==> src/rtl/framer_pkg.sv <==
package framer_pkg;
    localparam int SYM_W = 2;
    typedef logic [SYM_W-1:0] sym_t;

    // Outer levels only are legal for a two-level symbol.
    function automatic logic outer_level(input sym_t s);
        return (s == 2'b00) || (s == 2'b11);
    endfunction
endpackage

==> src/rtl/sym_tx_ser.sv <==
module sym_tx_ser
    import framer_pkg::*;
#(
    parameter int DATA_W     = 16,
    parameter bit MARK_FIRST = 1'b1
) (
    input  logic              clk,
    input  logic              rst_n,
    input  logic [DATA_W-1:0] word_i,
    input  logic              carry_i,
    output logic              take_o,
    output sym_t              sym_o,
    output logic              two_o
);
    localparam int NDATA = DATA_W / SYM_W;
    localparam int GRP   = NDATA + 1;
    localparam int POS_W = $clog2(GRP);
    localparam logic [POS_W-1:0] MPOS = MARK_FIRST ? '0 : POS_W'(GRP - 1);
    localparam logic [POS_W-1:0] LAST = POS_W'(GRP - 1);

    typedef struct packed {
        logic [POS_W-1:0]  slot;
        logic [DATA_W-1:0] word;
        logic              carry;
        sym_t              sym;
        logic              two;
    } tx_st_t;

    tx_st_t q, d;

    always_comb begin
        logic [DATA_W-1:0] src_w;
        logic              src_c;
        logic [POS_W-1:0]  idx;
        logic [DATA_W-1:0] shifted;
        d       = q;
        take_o  = (q.slot == '0);
        src_w   = take_o ? word_i  : q.word;
        src_c   = take_o ? carry_i : q.carry;
        d.word  = src_w;
        d.carry = src_c;
        idx     = MARK_FIRST ? (q.slot - POS_W'(1)) : q.slot;
        shifted = src_w << {idx, 1'b0};
        if (q.slot == MPOS) begin
            d.sym = {SYM_W{src_c}};
            d.two = 1'b1;
        end else begin
            d.sym = shifted[DATA_W-1 -: SYM_W];
            d.two = 1'b0;
        end
        d.slot = (q.slot == LAST) ? '0 : q.slot + POS_W'(1);
    end

    always_ff @(posedge clk) begin
        if (!rst_n) q <= '0;
        else        q <= d;
    end

    assign sym_o = q.sym;
    assign two_o = q.two;

    p_take_first_r1: assert property (@(posedge clk) disable iff (!rst_n)
        take_o |=> (two_o == MARK_FIRST));
    p_marker_outer_r3: assert property (@(posedge clk) disable iff (!rst_n)
        two_o |-> outer_level(sym_o));
    p_take_spacing_r1: assert property (@(posedge clk) disable iff (!rst_n)
        take_o |=> !take_o);
endmodule

==> src/rtl/sym_rx_align.sv <==
module sym_rx_align
    import framer_pkg::*;
#(
    parameter int DATA_W     = 16,
    parameter bit MARK_FIRST = 1'b1,
    parameter int LOCK_N     = 4,
    parameter int UNLOCK_N   = 3
) (
    input  logic              clk,
    input  logic              rst_n,
    input  sym_t              sym_i,
    output logic              locked_o,
    output logic              vld_o,
    output logic [DATA_W-1:0] word_o,
    output logic              carry_o,
    output logic              err_o
);
    localparam int NDATA = DATA_W / SYM_W;
    localparam int GRP   = NDATA + 1;
    localparam int POS_W = $clog2(GRP);
    localparam int RUN_M = (LOCK_N > UNLOCK_N) ? LOCK_N : UNLOCK_N;
    localparam int CW    = $clog2(RUN_M + 1);
    localparam logic [POS_W-1:0] MPOS = MARK_FIRST ? '0 : POS_W'(GRP - 1);
    localparam logic [POS_W-1:0] LAST = POS_W'(GRP - 1);

    typedef struct packed {
        logic [POS_W-1:0]  pos;
        logic [DATA_W-1:0] data;
        logic              carry;
        logic              locked;
        logic [CW-1:0]     good;
        logic [CW-1:0]     bad;
        logic              vld;
        logic [DATA_W-1:0] word;
        logic              wcarry;
        logic              err;
    } rx_st_t;

    rx_st_t q, d;
    logic   at_mark, mark_ok, slip;

    always_comb begin
        d       = q;
        d.vld   = 1'b0;
        d.err   = 1'b0;
        slip    = 1'b0;
        at_mark = (q.pos == MPOS);
        mark_ok = outer_level(sym_i);
        if (at_mark) begin
            d.carry = sym_i[SYM_W-1];
            if (mark_ok) begin
                if (q.locked) begin
                    d.bad = '0;
                end else if (q.good == CW'(LOCK_N - 1)) begin
                    d.locked = 1'b1;
                    d.good   = '0;
                end else begin
                    d.good = q.good + CW'(1);
                end
            end else if (q.locked) begin
                d.err = 1'b1;
                if (q.bad == CW'(UNLOCK_N - 1)) begin
                    d.locked = 1'b0;
                    d.bad    = '0;
                    slip     = 1'b1;
                end else begin
                    d.bad = q.bad + CW'(1);
                end
            end else begin
                d.good = '0;
                slip   = 1'b1;
            end
        end else begin
            d.data = {q.data[DATA_W-SYM_W-1:0], sym_i};
        end
        if (!slip) d.pos = (q.pos == LAST) ? '0 : q.pos + POS_W'(1);
        if (q.pos == LAST && d.locked) begin
            d.vld    = 1'b1;
            d.word   = MARK_FIRST ? {q.data[DATA_W-SYM_W-1:0], sym_i} : q.data;
            d.wcarry = MARK_FIRST ? q.carry : sym_i[SYM_W-1];
        end
    end

    always_ff @(posedge clk) begin
        if (!rst_n) q <= '0;
        else        q <= d;
    end

    assign locked_o = q.locked;
    assign vld_o    = q.vld;
    assign word_o   = q.word;
    assign carry_o  = q.wcarry;
    assign err_o    = q.err;

    p_word_locked_r6: assert property (@(posedge clk) disable iff (!rst_n)
        vld_o |-> locked_o);
    p_lock_after_run_r5: assert property (@(posedge clk) disable iff (!rst_n)
        $rose(locked_o) |-> ($past(q.good) == CW'(LOCK_N - 1) && $past(at_mark)));
    p_err_on_drop_r8: assert property (@(posedge clk) disable iff (!rst_n)
        $fell(locked_o) |-> err_o);
    p_err_needs_lock_r7: assert property (@(posedge clk) disable iff (!rst_n)
        err_o |-> $past(locked_o));
    p_slip_holds_slot_r9: assert property (@(posedge clk) disable iff (!rst_n)
        (!locked_o && at_mark && !mark_ok) |=> (q.pos == $past(q.pos)));
endmodule

==> src/rtl/symframer.sv <==
module symframer
    import framer_pkg::*;
#(
    parameter int DATA_W     = 16,
    parameter bit MARK_FIRST = 1'b1,
    parameter int LOCK_N     = 4,
    parameter int UNLOCK_N   = 3
) (
    input  logic              clk,
    input  logic              rst_n,
    input  logic [DATA_W-1:0] tx_word,
    input  logic              tx_carry,
    output logic              tx_take,
    output logic [1:0]        tx_sym,
    output logic              tx_two,
    input  logic [1:0]        rx_sym,
    output logic              rx_locked,
    output logic              rx_word_vld,
    output logic [DATA_W-1:0] rx_word,
    output logic              rx_carry,
    output logic              rx_err
);
    sym_tx_ser #(.DATA_W(DATA_W), .MARK_FIRST(MARK_FIRST)) u_tx (
        .clk     (clk),
        .rst_n   (rst_n),
        .word_i  (tx_word),
        .carry_i (tx_carry),
        .take_o  (tx_take),
        .sym_o   (tx_sym),
        .two_o   (tx_two)
    );

    sym_rx_align #(.DATA_W(DATA_W), .MARK_FIRST(MARK_FIRST),
                   .LOCK_N(LOCK_N), .UNLOCK_N(UNLOCK_N)) u_rx (
        .clk      (clk),
        .rst_n    (rst_n),
        .sym_i    (rx_sym),
        .locked_o (rx_locked),
        .vld_o    (rx_word_vld),
        .word_o   (rx_word),
        .carry_o  (rx_carry),
        .err_o    (rx_err)
    );
endmodule

==> config.mk <==
export PLATFORM = sky130hd
export DESIGN_NAME = symframer
export DESIGN_NICKNAME = d
export VERILOG_FILES = /design/src/rtl/framer_pkg.sv /design/src/rtl/sym_tx_ser.sv /design/src/rtl/sym_rx_align.sv /design/src/rtl/symframer.sv
export SDC_FILE = /design/constraint.sdc
export NUM_CORES = 1
export LEC_CHECK = 0
export ABC_CLOCK_PERIOD_IN_PS = 2700
export CORE_MARGIN = 5
export CORE_UTILIZATION = 34
export DETAILED_ROUTE_END_ITERATION = 7
export DONT_BUFFER_PORTS = 1
export GPL_ROUTABILITY_DRIVEN = 0
export GPL_TIMING_DRIVEN = 0
export SETUP_SLACK_MARGIN = 0.2
export SYNTH_ARGS = -nofsm -noshare
export SYNTH_HDL_FRONTEND = slang
export SYNTH_SLANG_ARGS = --single-unit
==> constraint.sdc <==
create_clock -name clk -period 2.7 [get_ports clk]
set_input_delay 0.405 -clock clk [delete_from_list [all_inputs] [get_ports clk]]
set_output_delay 0.405 -clock clk [all_outputs]
set_load 0.01 [all_outputs]
==> flow_summary.yaml, run 1 <==
status:
  run_status: "finished clean"
cts:
  cts_root_buf: "sky130_fd_sc_hd__clkbuf_8"
  numCtsBuffers: 9
  post_cts_hold_buffer_count: 0
  cts.path.max_buffers: 2
  clk_pin_slew_ns: 0.09
  tritoncts_num_sinks: 68
  cts_tree: "yes"
  h-tree-depth: 3
  later_pin_clock_latency_in_the_skew_report_ns: 0.35
timing:
  rsz_0062_raised_after_global_routing: "false"
  finalWorstPathRequiredPeriod_ns: 2.386
  finalSetupTns_ns: 0
  setup-violations-final: 0
  timing.final.ws_setup_ns: 0.3136
  drv_slew: 0
  worst_clk_skew_ns: 0.01325
  worst_slew_margin_rel_pct: 61.87
  hold_viol_final: 0
  max_slew.worst_pin.slew_ns: 0.5719
  timing.final.crit_share_pct: 88.39
  clock.fmax_ghz: 0.4190
worst_setup_path:
  critical_path.top_delay_family: "buffers and inverters"
  worst_setup_path_end_kind: "output pin"
  cp-start-kind: "flop"
  critPathRequiredTime_ns: 2.30
  crit_top_cell: "sky130_fd_sc_hd__buf_6"
  critical_path.reg2reg.startpoint: "u_tx.q[20]"
  critical_path_s_largest_stage_delay_ns: 0.36
  worst-r2r-cell-count: 10
  worst-path-max-fanout: 10
  critical_path_cell_count: 8
  endpoint: "tx_take"
  worst-setup-path-type: "reg2out"
  worst_r2r_endpoint: "u_tx.sym_o[1]"
  crit_path_start: "u_tx.q[20]"
  worst-path-buf-inv: 6
  worst-endpoint-arrival_ns: 1.98
  critPathSlowestCell: "sky130_fd_sc_hd__or3b_1"
  timing.reg2reg.setup_slack_ns: 0.40
  crit_path_cell_trace: "buf_4 -> buf_6 -> inv_1 -> ha_2 -> or3b_1 -> buf_6 -> clkinv_4 -> buf_8"
floorplanning:
  dieWidth_um: 106.7
  starting_density_pct: 34.56
  die_span_in_y_um: 106.7
  design.die.area_mm2: 0.01138
  core_area_mm2: 0.009196
  boundaryPins: 45
  rows: 35
global_routing:
  first_global_vias: 2514
  global_route.usage.met2_pct: 20.82
  top_usage_layer: "met2"
  antenna_found_initial: 0
  globalRouteTotalUtil_pct: 13.00
  grt_pass1_wl_mm: 11.81
  gr-usage-met3_pct: 4.034
  gr-total-overflow: 0
  grt_max_degree: 14
  met1_usage_pct: 16.04
logic_synthesis:
  synth.cell_area_mm2: 0.003178
  yosysWarningCount: 0
  synth_area_leader_cell: "sky130_fd_sc_hd__dfxtp_1"
  netlist-cell-type-count: 45
  post_synth_inst_count: 374
  synth_top_cells_by_area: "sky130_fd_sc_hd__dfxtp_1 43%, sky130_fd_sc_hd__nand2_1 13%, sky130_fd_sc_hd__a21boi_0 12%"
  syn_avg_cell_area_um2: 8.497
  yosys_register_bits: 68
  synth_edf_count: 0
  synth_async_sr_flop_share_pct: 0
  synth.net_count: 401
  synth.yosys.seq_area_share_pct: 42.83
  synth_top_area_share_pct: 42.83
  yosys_most_used_dff: "sky130_fd_sc_hd__dfxtp_1"
cells_and_area:
  num-fill-cells: 958
  fin_util_pct: 38.64
  multi_input_area_mm2: 0.001523
  seqCellArea_mm2: 0.001361
  fin_nets: 413
  final_cells: 502
  flow.area_growth_from_synthesis_pct: 11.81
  proportion_of_layout_cells_with_a_drive_suffix_above_1_pct: 15.35
  antennaDiodeCount: 0
route:
  drc: 0
  detail_route.iter0.violations: 145
  count_of_nets_left_with_antenna_violations_after_detail_routing: 0
  dr.pass1.iters: 5
  postRouteWirelength_mm: 6.981
  route.detailed.wl_per_inst_um: 13.91
  via_count: 2455
  routed_via_density: 4.890
power:
  pwr-share-comb_pct: 18.8
  switching_share_pct: 29.95
  p_leak_nw: 1.342
  power.share.clock_pct: 35.9
  ir_worst_vdd_mv: 0.2808
  p_int_w: 0.001712
  cellPowerDensity_mw_per_mm2: 687.7
  power.share.sequential_pct: 45.3
  total_switching_power_w: 0.0007319
placed_design:
  placement.setup.worst_slack_ns: 0.2112
  placed_cells_incl_taps: 485
  dpl.hpwl_mm: 4.972
  io_buf_count: 0
min_path:
  min_path_type: "in2reg"
flow_run:
  maxCapViolations: 0
-- sequential cells by signal, summed over array words and instances, names as in the netlist --
name           flops
u_tx.sym_o         2
u_rx.err_o         1
u_rx.carry_o       1
u_tx.q            20
u_tx.two_o         1
u_rx.word_o       16
u_rx.vld_o         1
u_rx.q            25
u_rx.locked_o      1
-- metal layers --
layer  share of wire (%)  wire length [um]  up-vias
li1                    -                 -     1247
met1                  48              3351     1157
met2                  45              3141       47
met3                 6.1               423        4
met4                0.92                64        0
met5                   0                 0        -
-- worst register-to-register path: cells and delay by family (launching register included) --
family	cells	cell delay (ns)
AOI/OAI and AO/OA	3	0.42
xor gates and xnor gates	1	0.31
adders and majority gates	1	0.20
buffers and inverters	4	0.71
DFF	1	0.33
muxes	1	0.24
-- cells by family after synthesis --
kind of cell             after synthesis  share of synthesized area [%]
multiplexers                          16                          5.906
AND/OR/NAND/NOR                      156                          21.65
buffers and inverters                 49                          9.331
AO/OA/AOI/OAI                         76                          17.09
flip-flops                            68                          42.83
XOR/XNOR                               3                         0.8269
adder cells (fa/ha/maj)                6                          2.362
-- placed cells by master (no fill, tap or decap), types with 8 or more instances in the layout --
| master | count |
|---|---|
| sky130_fd_sc_hd__dfxtp_1 | 68 |
| sky130_fd_sc_hd__buf_4 | 22 |
| sky130_fd_sc_hd__nand2_1 | 108 |
| sky130_fd_sc_hd__clkbuf_8 | 10 |
| sky130_fd_sc_hd__clkbuf_1 | 9 |
| sky130_fd_sc_hd__mux2i_1 | 12 |
| sky130_fd_sc_hd__a21boi_0 | 50 |
| sky130_fd_sc_hd__o21ai_0 | 9 |
| sky130_fd_sc_hd__nor2_1 | 12 |
| sky130_fd_sc_hd__inv_1 | 8 |
| sky130_fd_sc_hd__nand3_1 | 11 |
-- stage by stage --
step / power, W / cell area [um2] / hold slack (ns)
floorplan: 0.001471 / 3178 / 0.4402
global placement: 0.001569 / 3317 / 0.4489
detailed placement: 0.001580 / 3317 / 0.4587
CTS: 0.002462 / 3533 / 0.1763
global route: 0.002586 / 3553 / 0.1772
finish: 0.002444 / 3553 / 0.1942
-- cell usage after synthesis, types with 2 or more instances --
master,n
sky130_fd_sc_hd__a21boi_0,50
sky130_fd_sc_hd__a21oi_1,4
sky130_fd_sc_hd__a22oi_1,2
sky130_fd_sc_hd__a31oi_1,2
sky130_fd_sc_hd__and2_1,5
sky130_fd_sc_hd__buf_2,8
sky130_fd_sc_hd__buf_4,20
sky130_fd_sc_hd__buf_6,3
sky130_fd_sc_hd__clkbuf_1,9
sky130_fd_sc_hd__dfxtp_1,68
sky130_fd_sc_hd__ha_1,6
sky130_fd_sc_hd__inv_1,8
sky130_fd_sc_hd__mux2_2,2
sky130_fd_sc_hd__mux2i_1,12
sky130_fd_sc_hd__mux4_2,2
sky130_fd_sc_hd__nand2_1,108
sky130_fd_sc_hd__nand3_1,11
sky130_fd_sc_hd__nand4_1,2
sky130_fd_sc_hd__nor2_1,12
sky130_fd_sc_hd__nor2b_1,4
sky130_fd_sc_hd__o21ai_0,9
sky130_fd_sc_hd__or3_1,2
sky130_fd_sc_hd__or3b_1,2
sky130_fd_sc_hd__xnor2_1,2
-- power groups by stage --
stage	Clock [W]	Sequential, W	Combinational (W)
floorplan	0	0.00112	0.000353
global placement	0	0.00113	0.000443
detailed placement	0	0.00113	0.000451
CTS	0.000900	0.00111	0.000457
global route	0.000955	0.00111	0.000516
finish	0.000877	0.00111	0.000460
-- area by class of cell --
| type | count | share of cell area (%) |
|---|---|---|
| repair buffers | 1 | 0.2113 |
| clock inverters | 6 | 1.972 |
| inverters | 9 | 1.092 |
| well taps | 111 | 3.908 |
| plain buffers | 40 | 7.782 |
| flip-flops and latches | 68 | 38.31 |
| multi-input cells | 257 | 42.85 |
| clock buffers | 10 | 3.873 |
-- worst min path at each step --
stage / startpoint / to / slack, ns / cells after the start
6_report: tx_word[9] / u_tx.q[13] / 0.19 / 2
5_1_grt: tx_word[10] / u_tx.q[14] / 0.18 / 2
4_1_cts: tx_word[9] / u_tx.q[13] / 0.18 / 2
3_5_place_dp: u_tx.q[7] / u_tx.q[7] / 0.46 / 2
3_3_place_gp: u_rx.q[40] / u_rx.q[40] / 0.45 / 2
2_1_floorplan: u_tx.q[16] / u_tx.q[16] / 0.44 / 2
-- what timing repair did --
| item | in CTS | in global routing |
|---|---|---|
| endpoints found under the setup margin | 2 | 3 |
| setup buffers | 0 | 1 |
| resized for setup | 3 | 5 |
No activity file was read; power rests on OpenSTA's default activity.
==> run 2, diff against run 1 <==
--- a/config.mk
+++ b/config.mk
@@ -5,6 +5,7 @@
 export SDC_FILE = /design/constraint.sdc
 export NUM_CORES = 1
 export LEC_CHECK = 0
+export ABC_AREA = 1
 export ABC_CLOCK_PERIOD_IN_PS = 2700
 export CORE_MARGIN = 5
 export CORE_UTILIZATION = 34
@@ -12,7 +13,7 @@
 export DONT_BUFFER_PORTS = 1
 export GPL_ROUTABILITY_DRIVEN = 0
 export GPL_TIMING_DRIVEN = 0
-export SETUP_SLACK_MARGIN = 0.2
+export SETUP_SLACK_MARGIN = 0.4
 export SYNTH_ARGS = -nofsm -noshare
 export SYNTH_HDL_FRONTEND = slang
 export SYNTH_SLANG_ARGS = --single-unit
==> flow_summary.yaml, run 2 <==
timing:
  rsz_0062_raised_after_global_routing: "false"
  clock.fmax_ghz: 0.4782
  max_slew.worst_pin.slew_ns: 0.5765
  drv_slew: 0
  hold_viol_final: 0
  setup-violations-final: 0
  worst_slew_margin_rel_pct: 61.56
  timing.final.crit_share_pct: 77.45
  finalSetupTns_ns: 0
  hold_ws_ns: 0.1968
  worst_clk_skew_ns: 0.009193
  finalWorstPathRequiredPeriod_ns: 2.091
min_path:
  min_path_type: "in2reg"
logic_synthesis:
  yosys_most_used_dff: "sky130_fd_sc_hd__dfxtp_1"
  post_synth_inst_count: 370
  synth_most_common_cell: "sky130_fd_sc_hd__dfxtp_1"
  synth_edf_count: 0
  synth_async_sr_flop_share_pct: 0
  netlist-cell-type-count: 28
  synth.yosys.seq_area_share_pct: 46.40
  post_synth_fa_ha_maj_area_fraction_pct: 2.559
  synth_top_family_by_area: "simple AND/OR/NAND/NOR gates"
  synth_top_cells_by_area: "sky130_fd_sc_hd__dfxtp_1 46%, sky130_fd_sc_hd__nand3_1 11%, sky130_fd_sc_hd__a21oi_1 6.7%"
  synth.area.mux_share_pct: 0
  synth_top_area_share_pct: 46.40
  synth_xor_area_share_pct: 1.493
  synth_area_leader_cell: "sky130_fd_sc_hd__dfxtp_1"
  yosysWarningCount: 0
  synth.cell_area_mm2: 0.002934
  synthTopCellsByCount: "68 x sky130_fd_sc_hd__dfxtp_1, 64 x sky130_fd_sc_hd__nand3_1, 47 x sky130_fd_sc_hd__nand2_1, 44 x sky130_fd_sc_hd__nor2_1, 39 x sky130_fd_sc_hd__a21oi_1"
  syn_avg_cell_area_um2: 7.930
  synth_compound_area_share_pct: 13.05
  yosys_register_bits: 68
  synth-simple-area-share_pct: 25.37
  synth.net_count: 397
floorplanning:
  boundaryPins: 45
  starting_density_pct: 35.35
  rows: 33
  design.die.area_mm2: 0.01059
  dieWidth_um: 102.9
  die_span_in_y_um: 102.9
  core_area_mm2: 0.008299
worst_setup_path:
  crit_path_cell_trace: "clkinvlp_4 -> ha_1 -> buf_2 -> nand2_4 -> inv_2"
  critical_path_s_largest_stage_delay_ns: 0.42
  worst-endpoint-arrival_ns: 1.69
  worst-setup-path-type: "reg2out"
  cp-start-kind: "flop"
  worst_setup_path_end_kind: "output pin"
  critPathSlowestCell: "sky130_fd_sc_hd__dfxtp_1"
  worst-path-buf-inv: 3
  worst-path-max-fanout: 10
  critical_path.top_delay_family: "buffers and inverters"
  timing.reg2reg.setup_slack_ns: 0.67
  critPathRequiredTime_ns: 2.30
power:
  cellPowerDensity_mw_per_mm2: 843.1
  p_leak_nw: 1.295
  ir_worst_vdd_mv: 0.3867
cells_and_area:
  layout.cells.most_common: "sky130_fd_sc_hd__dfxtp_1"
  seqCellArea_mm2: 0.001361
  regMostFlops: "u_rx.q"
  num-fill-cells: 839
  flow.area_growth_from_synthesis_pct: 12.03
  mostFrequentLayoutCells: "68 x sky130_fd_sc_hd__dfxtp_1, 64 x sky130_fd_sc_hd__nand3_1, 47 x sky130_fd_sc_hd__nand2_1, 44 x sky130_fd_sc_hd__nor2_1, 39 x sky130_fd_sc_hd__a21oi_1"
  antennaDiodeCount: 0
  largest_register_ffs: 25
  proportion_of_layout_cells_with_a_drive_suffix_above_1_pct: 13.21
  multi_input_area_mm2: 0.001246
  fin_nets: 408
route:
  count_of_nets_left_with_antenna_violations_after_detail_routing: 0
  via_count: 2439
  route.detailed.wl_per_inst_um: 13.49
  drc: 0
  detail_route.iter0.violations: 136
  dr.pass1.iters: 4
  routed_via_density: 4.967
  postRouteWirelength_mm: 6.623
global_routing:
  antenna_found_initial: 0
  gr-usage-met3_pct: 5.277
  top_usage_layer: "met2"
  global_route.usage.met2_pct: 21.16
  gr-total-overflow: 0
  met1_usage_pct: 16.64
  grt_max_degree: 12
  grt_pass1_wl_mm: 10.90
  globalRouteTotalUtil_pct: 13.26
  first_global_vias: 2257
cts:
  postCtsSetupBuffers: 0
  numCtsBuffers: 9
  post_cts_resized: 0
  post_cts_hold_buffer_count: 0
  cts_tree: "yes"
  later_pin_clock_latency_in_the_skew_report_ns: 0.34
  cts_root_buf: "sky130_fd_sc_hd__clkbuf_8"
  cts.path.max_buffers: 2
  h-tree-depth: 3
  tritoncts_num_sinks: 68
  clk_pin_slew_ns: 0.08
status:
  run_status: "finished clean"
flow_run:
  maxCapViolations: 0
placed_design:
  dpl.hpwl_mm: 4.775
  io_buf_count: 0
run 2: cell count changes after synthesis, sizes merged, moves of 4 or more:
| cell | delta |
|---|---|
| nand2 | -59 |
| nand3 | +52 |
| a21boi | -51 |
| nor2 | +35 |
| a21oi | +34 |
| inv | +12 |
| mux2i | -12 |
| o21ai | +12 |
| and2 | -5 |
| buf | -4 |
| nor2b | -4 |
run 2: per-stage QoR:
| stage | cell area (um2) | instances | total power [W] | setup WS (ns) | utilization (%) |
|---|---|---|---|---|---|
| after CTS | 3283 | 491 | 0.002795 | 0.5265 | 39.56 |
| after floorplan | 2934 | 370 | 0.001727 | 1.007 | - |
| after detailed placement | 3065 | 475 | 0.001866 | 0.6343 | 36.94 |
| after global routing | 3287 | 491 | 0.002953 | 0.4601 | 39.61 |
| after global placement | 3065 | 475 | 0.001849 | 0.5977 | 36.94 |
| final | 3287 | 491 | 0.002771 | 0.6089 | 39.61 |
run 2: routing by layer:
layer  share of wire, %  vias to the layer above
met3                7.6                        7
met5                  0                        -
met2                 47                       58
met1                 45                     1136
li1                   -                     1238
met4                1.0                        0
run 2: where the power goes:
group	internal, W	leakage, nW	switching, W
Combinational	0.000209	0.632	0.000383
Sequential	0.00116	0.556	0.0000992
Clock	0.000545	0.107	0.000377
Total	0.00191	1.30	0.000859
run 2: kinds of logic after synthesis:
group	Yosys count
flops	68
simple gates	164
buf+inv	57
compound gates	70
fa+ha+maj	6
xor+xnor	5
run 2: layout make-up:
| class | count | share of cell area, % |
|---|---|---|
| Sequential cell | 68 | 41.42 |
| Multi-Input combinational cell | 245 | 37.91 |
| Buffer | 35 | 7.423 |
| Clock buffer | 12 | 4.416 |
| Tap cell | 105 | 3.997 |
| Inverter | 22 | 2.627 |
| Clock inverter | 4 | 2.208 |
run 2: path summary, 6_finish.rpt:
path,start,to,cells after the start
max,u_tx.q[20],tx_take,5
min,rx_sym[0],u_rx.q[27],2
max reg2reg,u_tx.q[20],u_tx.sym_o[1],11
min reg2reg,u_rx.q[24],u_rx.q[24],2
